## config.mk

```make
export PLATFORM = sky130hd
export DESIGN_NAME = hbr_ctrl_regs
export DESIGN_NICKNAME = d
export VERILOG_FILES = /design/src/rtl/hbr_pkg.sv /design/src/rtl/hbr_addr_dec.sv /design/src/rtl/hbr_irq_en.sv /design/src/rtl/hbr_rst_pulse.sv /design/src/rtl/hbr_ctrl_regs.sv
export SDC_FILE = /design/constraint.sdc
export NUM_CORES = 2
export LEC_CHECK = 0
export ABC_AREA = 1
export ABC_CLOCK_PERIOD_IN_PS = 3700
export BUFFER_PORTS_ARGS = -buffer_cell sky130_fd_sc_hd__buf_2
export CORE_UTILIZATION = 40
export CTS_BUF_LIST = sky130_fd_sc_hd__clkbuf_4 sky130_fd_sc_hd__clkbuf_8
export DETAILED_ROUTE_END_ITERATION = 10
export GPL_ROUTABILITY_DRIVEN = 0
export PLACE_DENSITY = 0.65
export SLEW_MARGIN = 10
export SYNTH_ARGS = -nofsm -noshare
export SYNTH_HDL_FRONTEND = slang
export SYNTH_SLANG_ARGS = --single-unit
```

## constraint.sdc

```tcl
create_clock -name clk -period 3.7 [get_ports clk]
set_input_delay 0 -clock clk [delete_from_list [all_inputs] [get_ports clk]]
set_output_delay 0 -clock clk [all_outputs]
set_load 0.005 [all_outputs]
```

## src/rtl/hbr_pkg.sv

```systemverilog
package hbr_pkg;

  localparam int HBR_DW        = 32;
  localparam int HBR_IDX_GEN   = 1;   // general configuration word
  localparam int HBR_IDX_SET   = 12;  // enable set alias
  localparam int HBR_IDX_CLR   = 13;  // enable clear alias
  localparam int HBR_IDX_EN    = 14;  // enable word, read only
  localparam int HBR_IDX_STAT  = 15;  // status word, read only
  localparam int HBR_RST_BIT   = 2;   // bit of the general word that requests reset

  function automatic logic [HBR_DW-1:0] hbr_default(input int idx);
    logic [HBR_DW-1:0] v;
    case (idx)
      0:       v = 32'h0000_0C40;
      1:       v = (32'h1 << 12) | (32'h1 << 9) | (32'h1 << 8) | (32'h1 << 7) | (32'h1 << 2);
      2:       v = 32'h2BFF_8010;
      3:       v = 32'h255E_0091;
      4:       v = 32'h0000_6140;
      7, 8:    v = 32'h0000_01FF;
      26:      v = 32'h0000_0008;
      27:      v = 32'h1000_0000;
      default: v = '0;
    endcase
    return v;
  endfunction

endpackage

```

## src/rtl/hbr_addr_dec.sv

```systemverilog
module hbr_addr_dec #(
  parameter int ADDR_W   = 8,
  parameter int NUM_REGS = 28
) (
  input  logic                wr_en,
  input  logic [ADDR_W-1:0]   addr,
  output logic [NUM_REGS-1:0] sel,
  output logic [NUM_REGS-1:0] wr_hit
);
  localparam int IDX_W = ADDR_W - 2;

  logic [IDX_W-1:0] idx;
  assign idx = addr[ADDR_W-1:2];

  for (genvar i = 0; i < NUM_REGS; i++) begin : g_dec
    assign sel[i]    = (idx == IDX_W'(i));
    assign wr_hit[i] = wr_en && sel[i];
  end
endmodule

```

## src/rtl/hbr_irq_en.sv

```systemverilog
module hbr_irq_en #(
  parameter int DW = 32
) (
  input  logic          clk,
  input  logic          rst,
  input  logic          set_stb,
  input  logic          clr_stb,
  input  logic [DW-1:0] data,
  output logic [DW-1:0] en_q
);
  logic [DW-1:0] set_m;
  logic [DW-1:0] clr_m;

  assign set_m = set_stb ? data : '0;
  assign clr_m = clr_stb ? data : '0;

  always_ff @(posedge clk) begin
    if (rst) en_q <= '0;
    else     en_q <= (en_q | set_m) & ~clr_m;
  end
endmodule

```

## src/rtl/hbr_rst_pulse.sv

```systemverilog
module hbr_rst_pulse (
  input  logic clk,
  input  logic rst,
  input  logic wr_stb,
  input  logic old_bit,
  input  logic new_bit,
  output logic pulse
);
  always_ff @(posedge clk) begin
    if (rst) pulse <= 1'b0;
    else     pulse <= wr_stb && !old_bit && new_bit;
  end
endmodule

```

## src/rtl/hbr_ctrl_regs.sv

```systemverilog
module hbr_ctrl_regs
  import hbr_pkg::*;
#(
  parameter int ADDR_W   = 8,
  parameter int NUM_REGS = 28
) (
  input  logic              clk,
  input  logic              rst,
  input  logic              wr_en,
  input  logic [ADDR_W-1:0] addr,
  input  logic [31:0]       wr_data,
  output logic [31:0]       rd_data,
  output logic              reset_req
);
  logic [NUM_REGS-1:0] sel;
  logic [NUM_REGS-1:0] wr_hit;
  logic [HBR_DW-1:0]   words [NUM_REGS];
  logic [HBR_DW-1:0]   en_q;

  hbr_addr_dec #(.ADDR_W(ADDR_W), .NUM_REGS(NUM_REGS)) dec_i (
    .wr_en  (wr_en),
    .addr   (addr),
    .sel    (sel),
    .wr_hit (wr_hit)
  );

  hbr_irq_en #(.DW(HBR_DW)) en_i (
    .clk     (clk),
    .rst     (rst),
    .set_stb (wr_hit[HBR_IDX_SET]),
    .clr_stb (wr_hit[HBR_IDX_CLR]),
    .data    (wr_data),
    .en_q    (en_q)
  );

  for (genvar i = 0; i < NUM_REGS; i++) begin : g_word
    if (i == HBR_IDX_EN) begin : g_en
      assign words[i] = en_q;
    end else if (i == HBR_IDX_STAT) begin : g_stat
      assign words[i] = '0;
    end else begin : g_rw
      logic [HBR_DW-1:0] q;
      always_ff @(posedge clk) begin
        if (rst)            q <= hbr_default(i);
        else if (wr_hit[i]) q <= wr_data;
      end
      assign words[i] = q;
    end
  end

  hbr_rst_pulse rp_i (
    .clk     (clk),
    .rst     (rst),
    .wr_stb  (wr_hit[HBR_IDX_GEN]),
    .old_bit (words[HBR_IDX_GEN][HBR_RST_BIT]),
    .new_bit (wr_data[HBR_RST_BIT]),
    .pulse   (reset_req)
  );

  always_comb begin
    rd_data = '0;
    for (int i = 0; i < NUM_REGS; i++) begin
      if (sel[i]) rd_data = words[i];
    end
  end
endmodule

```

* Yosys cells after proc, flatten, opt, wreduce, memory -nomap -nowiden
Index checks and enable logic that the tools add are counted.
** Storage, ports and cells
- Register bits after elaboration :: 865
- Output and inout port bits :: 33
** Cells by class
- Eq/ne operators :: 27
- Multiplexer cells :: 30
- Bitwise logic cells :: 3
- Reduce and logical (&&, ||, !) cells :: 30
** Operators by type and width (count)
- 32-bit two-way mux :: 30
- 6-bit by 5-bit == test with 1-bit output (second input constant) :: 12
- 6-bit by 4-bit == test with 1-bit output (second input constant) :: 8
- 32-bit AND :: 1
- 32-bit NOT :: 1
- 32-bit OR :: 1
- 1-bit logical AND :: 28
- 6-bit by 3-bit == test with 1-bit output (second input constant) :: 4
- 6-bit by 2-bit == test with 1-bit output (second input constant) :: 2
- 6-bit by 1-bit == test with 1-bit output (second input constant) :: 1
- 6-bit logical NOT :: 1
- 1-bit logical NOT :: 1

* Logic depth before layout (Yosys ltp)
- Depth after elaboration :: 29
- Gate-level depth with buffers :: 22
- Gate-level depth less buffers :: 22

* Hierarchy
A second synthesis with hierarchy kept.
** Second synthesis, totals
- Cell total of the unflattened synthesis :: 5990
- Area, all modules :: 40555.1 um^2
** By module, submodules not included
- hbr_ctrl_regs :: times used 1, cells an instance 5706, area each 38788.5 um^2, seq. area each 16656.0 um^2
- hbr_irq_en :: times used 1, cells an instance 170, area each 1251.2 um^2, seq. area each 640.6 um^2
- hbr_addr_dec :: times used 1, cells an instance 108, area each 474.2 um^2, seq. area each 0.0 um^2
- hbr_rst_pulse :: times used 1, cells an instance 6, area each 41.3 um^2, seq. area each 20.0 um^2

* Worst setup path before layout
Ideal clock, no wire load.
- Kind :: input to register
- Start :: input addr[6]
- End :: register g_word[12].g_rw.q[10]
- Setup time :: 0.132 ns
- Data arrival time :: 1.563 ns
- Path slack :: 2.005 ns
- Stages on the path :: 13
- Path buffers :: 3
- Path through :: nor2_4 -> inv_4 -> nor3_2 -> inv_2 -> nor2_8 -> inv_2 -> buf_6 -> buf_2 -> nor2_1 -> inv_1 -> clkbuf_1 -> nand2_1 -> a21oi_1
** On the way
- Longest elaborated chain between the ends :: 2
** RTL lines
- from (decl) :: RTL line hbr_ctrl_regs.sv:10 : input logic [ADDR_W-1:0] addr,
- 6-bit by 4-bit == test with 1-bit output :: RTL line hbr_addr_dec.sv:16 : assign sel[i] = (idx == IDX_W'(i));
- 1-bit logical AND :: RTL line hbr_addr_dec.sv:17 : assign wr_hit[i] = wr_en && sel[i];
- to (signal assigned) :: RTL line hbr_ctrl_regs.sv:44 : if (rst) q <= hbr_default(i);
- to (signal assigned) :: RTL line hbr_ctrl_regs.sv:45 : else if (wr_hit[i]) q <= wr_data;
- to (decl) :: RTL line hbr_ctrl_regs.sv:42 : logic [HBR_DW-1:0] q;
No other way between the ends.
A chain may end at the register's enable or synchronous reset.

* Final worst setup path
- Start :: input addr[3]
- End :: output rd_data[29]
** On the way
- Longest elaborated chain between the ends :: 29
- Elaborated cells between the ends (all ways) :: 56
- Classes of those cells :: 27 x eq/ne; 28 x mux; 1 x reduce/logical
** RTL lines
- 6-bit logical NOT :: RTL line hbr_addr_dec.sv:16
- 32-bit two-way mux (27 in a row) :: RTL line hbr_ctrl_regs.sv:63 : if (sel[i]) rd_data = words[i];
- 32-bit two-way mux (*) :: RTL line hbr_ctrl_regs.sv:63
- to (decl) :: RTL line hbr_ctrl_regs.sv:12 : output logic [31:0] rd_data,
Every way passes the cells marked *; elsewhere a longest branch is shown, timed or not.

==> results_dict.tcl <==
set metrics [dict create \
    clock.fmax_mhz 277 \
    cellPowerDensity_mw_per_mm2 470 \
    irDropWorstVdd_v 0.000351 \
    vias 34000 \
    number_of_library_cell_types_mapped_by_synthesis 29 \
    layout-drive-gt1-share_pct 11.5 \
    dieWidth_microns 302 \
    path_max_fanout 5 \
    dpl.cell_count 5910 \
    detailedRoute.firstPassIterationCount 6 \
    critical_path.endpoint_type "output pin" \
    drt-wirelength-per-cell_microns 19.8 \
    setup_violations 0 \
    timing.hold.worst.class "in -> reg" \
    finalClockSkew_ns 0.00561 \
    setup.worst_path.class "in -> out" \
    design.core.area_sq_mm 0.0886 \
    drc 0 \
    drv_slew 0 \
    mapped_area_sq_mm 0.0359 \
    min_period_ns 3.61 \
    grt_first_pass_wirelength_microns 186000 \
    timing_worst_slew_pin_value_ns 1.17 \
    post_dp_hpwl_microns 77100 \
    cpMostUsedCell "nand2_1" \
    final_design_area_no_fill_sq_mm 0.0409 \
    placedInstanceArea_sq_mm 0.0374 \
    status "finished clean" \
    ys_seq_elements 865 \
    synth_warnings 0 \
    path_cells "dlygate4sd3_1 > buf_2 > inv_2 > nand2_1 > nor2_1 > buf_4 > nand3_1 > nand3_1 > o21bai_1 > nand4_1 > nor2_1 > nand4_1 > nand2_1 > nand2_1 > nand2_1 > nand2_1 > nand2_1 > nand3_1 > nand2_1 > nand4_1 > nand2_1 > nand4_1 > buf_2" \
    overflow 0 \
    finalPower_mw 19.2 \
    postSynth.topFlopCell "dfxtp_1" \
    whs_ns 0.0643 \
    globalRouteTotalUtil_pct 26.6 \
    worst_relative_slew_slack_pct 22.1 \
    grt_start_max_net_pins 180 \
    die_h_microns 302 \
    synth_edf_count 0 \
    layoutNonFillerInstCount 6205 \
    synth-seq-area-share_pct 48.3 \
    postRouteAntennaNets 0 \
    worst-endpoint-arrival_ns 3.61 \
    critical-path-slowest-cell "dlygate4sd3_1" \
    setup_total_negative_slack_ns 0 \
    detailedRoute.firstIterationViolations 3800 \
    timing.critical_path.buf_inv 5 \
    std_cell_rows 109 \
    clock_insertion_delay_worst_skew_ns 0.79 \
    critical-path-top-delay-family "simple AND/OR/NAND/NOR gates" \
    clockRootBuffer "clkbuf_8" \
    port-buffer-count 73 \
    crit_path_max_incr_delay_ns 0.57 \
    grt_setup_unrepaired "yes" \
    floorplan.initialDensity_pct 40.5 \
    avg_inst_size_synth_sq_um 7.22 \
    detailed_route_vias_per_instance 5.48 \
    syn_to_final_growth_pct 13.9 \
    clock_path_buffers 3 \
    antenna_violations_before_repair 4 \
    syn_inst 4971 \
    number_of_buffers_added_by_the_clock_tree_synthesis_step 144 \
    ctsHtreeMaxLevel 4 \
    die_area_sq_mm 0.0909 \
    mappedNetlistNets 5014 \
    num-nets-final 4982 \
    start_kind "input port" \
    tritoncts_clock_tree "built" \
    power.leakage_nw 15.6 \
    clock-sinks 865 \
    drv_cap 0 \
    grt_pass1_vias 30500 \
    final_hold_viol_count 0 \
    wl_microns 123000 \
    timing.final.crit_share_pct 97.7 \
    cp.required_ns 3.70 \
    clk_pin_slew_ns 0.06 \
    synth_async_sr_flop_share_pct 0 \
    ios 76 \
]
==> cell usage in the layout, fill, tap and decap left out, types with 11 or more instances in the layout <==
master            n
nor2_1          207
buf_4           104
nor2_2           16
dlygate4sd3_1    44
buf_2            71
nand2_1        1056
inv_1           326
buf_12           16
clkinv_1         23
clkbuf_8        181
nor3_1           14
inv_2            15
a211oi_1         32
dfxtp_1         865
o21ai_0         658
nand3_1         167
nor2_4           26
or2_0            11
o211ai_1         45
clkbuf_4         48
or2_2            69
nand4_1         152
a21oi_1         854
==> power by group <==
part           switching (mW)  internal [mW]
clock network            3.92           4.94
registers              0.0264           9.38
logic                   0.739          0.217
==> metal layers <==
layer / part of all wire (%) / global-route usage [%] / vias to the layer above
met5: 0 / 0 / -
met4: 3.8 / 11.6 / 0
met3: 8.5 / 3.78 / 265
met2: 45 / 41.9 / 1477
met1: 42 / 36.0 / 15800
li1: - / - / 16400
==> worst reg2reg max path, stage by stage (launching register included) <==
cell and delay, ns:
dfxtp_1 0.33, nand2_1 0.05, a21oi_1 0.14, dlygate4sd3_1 0.56
==> cells in the mapped netlist, types with 2 or more instances <==
cell type	number	area (sq um)
clkbuf_1	368	1380
buf_6	2	22.5
nor3_1	16	80.1
nand4_1	152	951
inv_1	327	1230
clkinv_1	23	86.3
nor2_2	12	75.1
a211oi_1	32	240
o21bai_1	2	15.0
nor3_2	2	20.0
nand2_2	2	12.5
a21oi_1	854	4270
buf_2	25	125
dfxtp_1	865	17300
nor2_1	233	875
buf_1	18	67.6
o21ai_0	658	3290
or2_0	11	68.8
o211ai_1	45	338
nor2_4	4	45.0
or2_2	69	432
or2_1	4	25.0
nand2_1	1059	3980
inv_2	17	63.8
nand3_1	167	836
==> registers in the layout, indices dropped and copies added, names as in the netlist <==
register / flops
g_word.g_rw.q: 832
en_i.en_q: 32
rp_i.pulse: 1
==> through the flow <==
stage          setup slack [ns]  util, %
4_1_cts                 0.00286     46.0
2_1_floorplan              2.00        -
3_3_place_gp              0.480     42.1
6_report                 0.0867     46.1
5_1_grt                 -0.0347     46.1
3_5_place_dp              0.530     42.1
==> kinds of logic after synthesis <==
logic type             synth area share, %
AO/OA/AOI/OAI                         22.8
buffers and inverters                 8.33
flip-flops                            48.3
AND/OR/NAND/NOR                       20.7
==> area by class of cell <==
class	count	area (sq um)
Antenna cell	2	5.00
Sequential cell	865	17300
Inverter	368	1400
Timing Repair Buffer	236	1910
Fill cell	8847	47800
Clock buffer	229	2850
Clock inverter	16	145
Multi-Input combinational cell	3324	15800
Tap cell	1165	1460
==> worst paths after layout <==
check                                      startpoint               endpoint  slack [ns]  cells past startpoint
worst min-delay path                          addr[6]    g_word[7].g_rw.q[8]        0.06                      7
worst max register to register  g_word[22].g_rw.q[12]  g_word[22].g_rw.q[12]        2.57                      3
worst min register to register  g_word[23].g_rw.q[21]  g_word[23].g_rw.q[21]        0.45                      2
worst max-delay path                          addr[3]            rd_data[29]        0.09                     23
==> what timing repair did <==
action / CTS / global route
hold buffers: 44 / 0
setup buffers: 0 / 4
resized for setup: 0 / 10
endpoints found under the setup margin: 0 / 23
endpoints found under the hold margin: 353 / 0
Note: power is estimated with default switching activity, not from simulation.
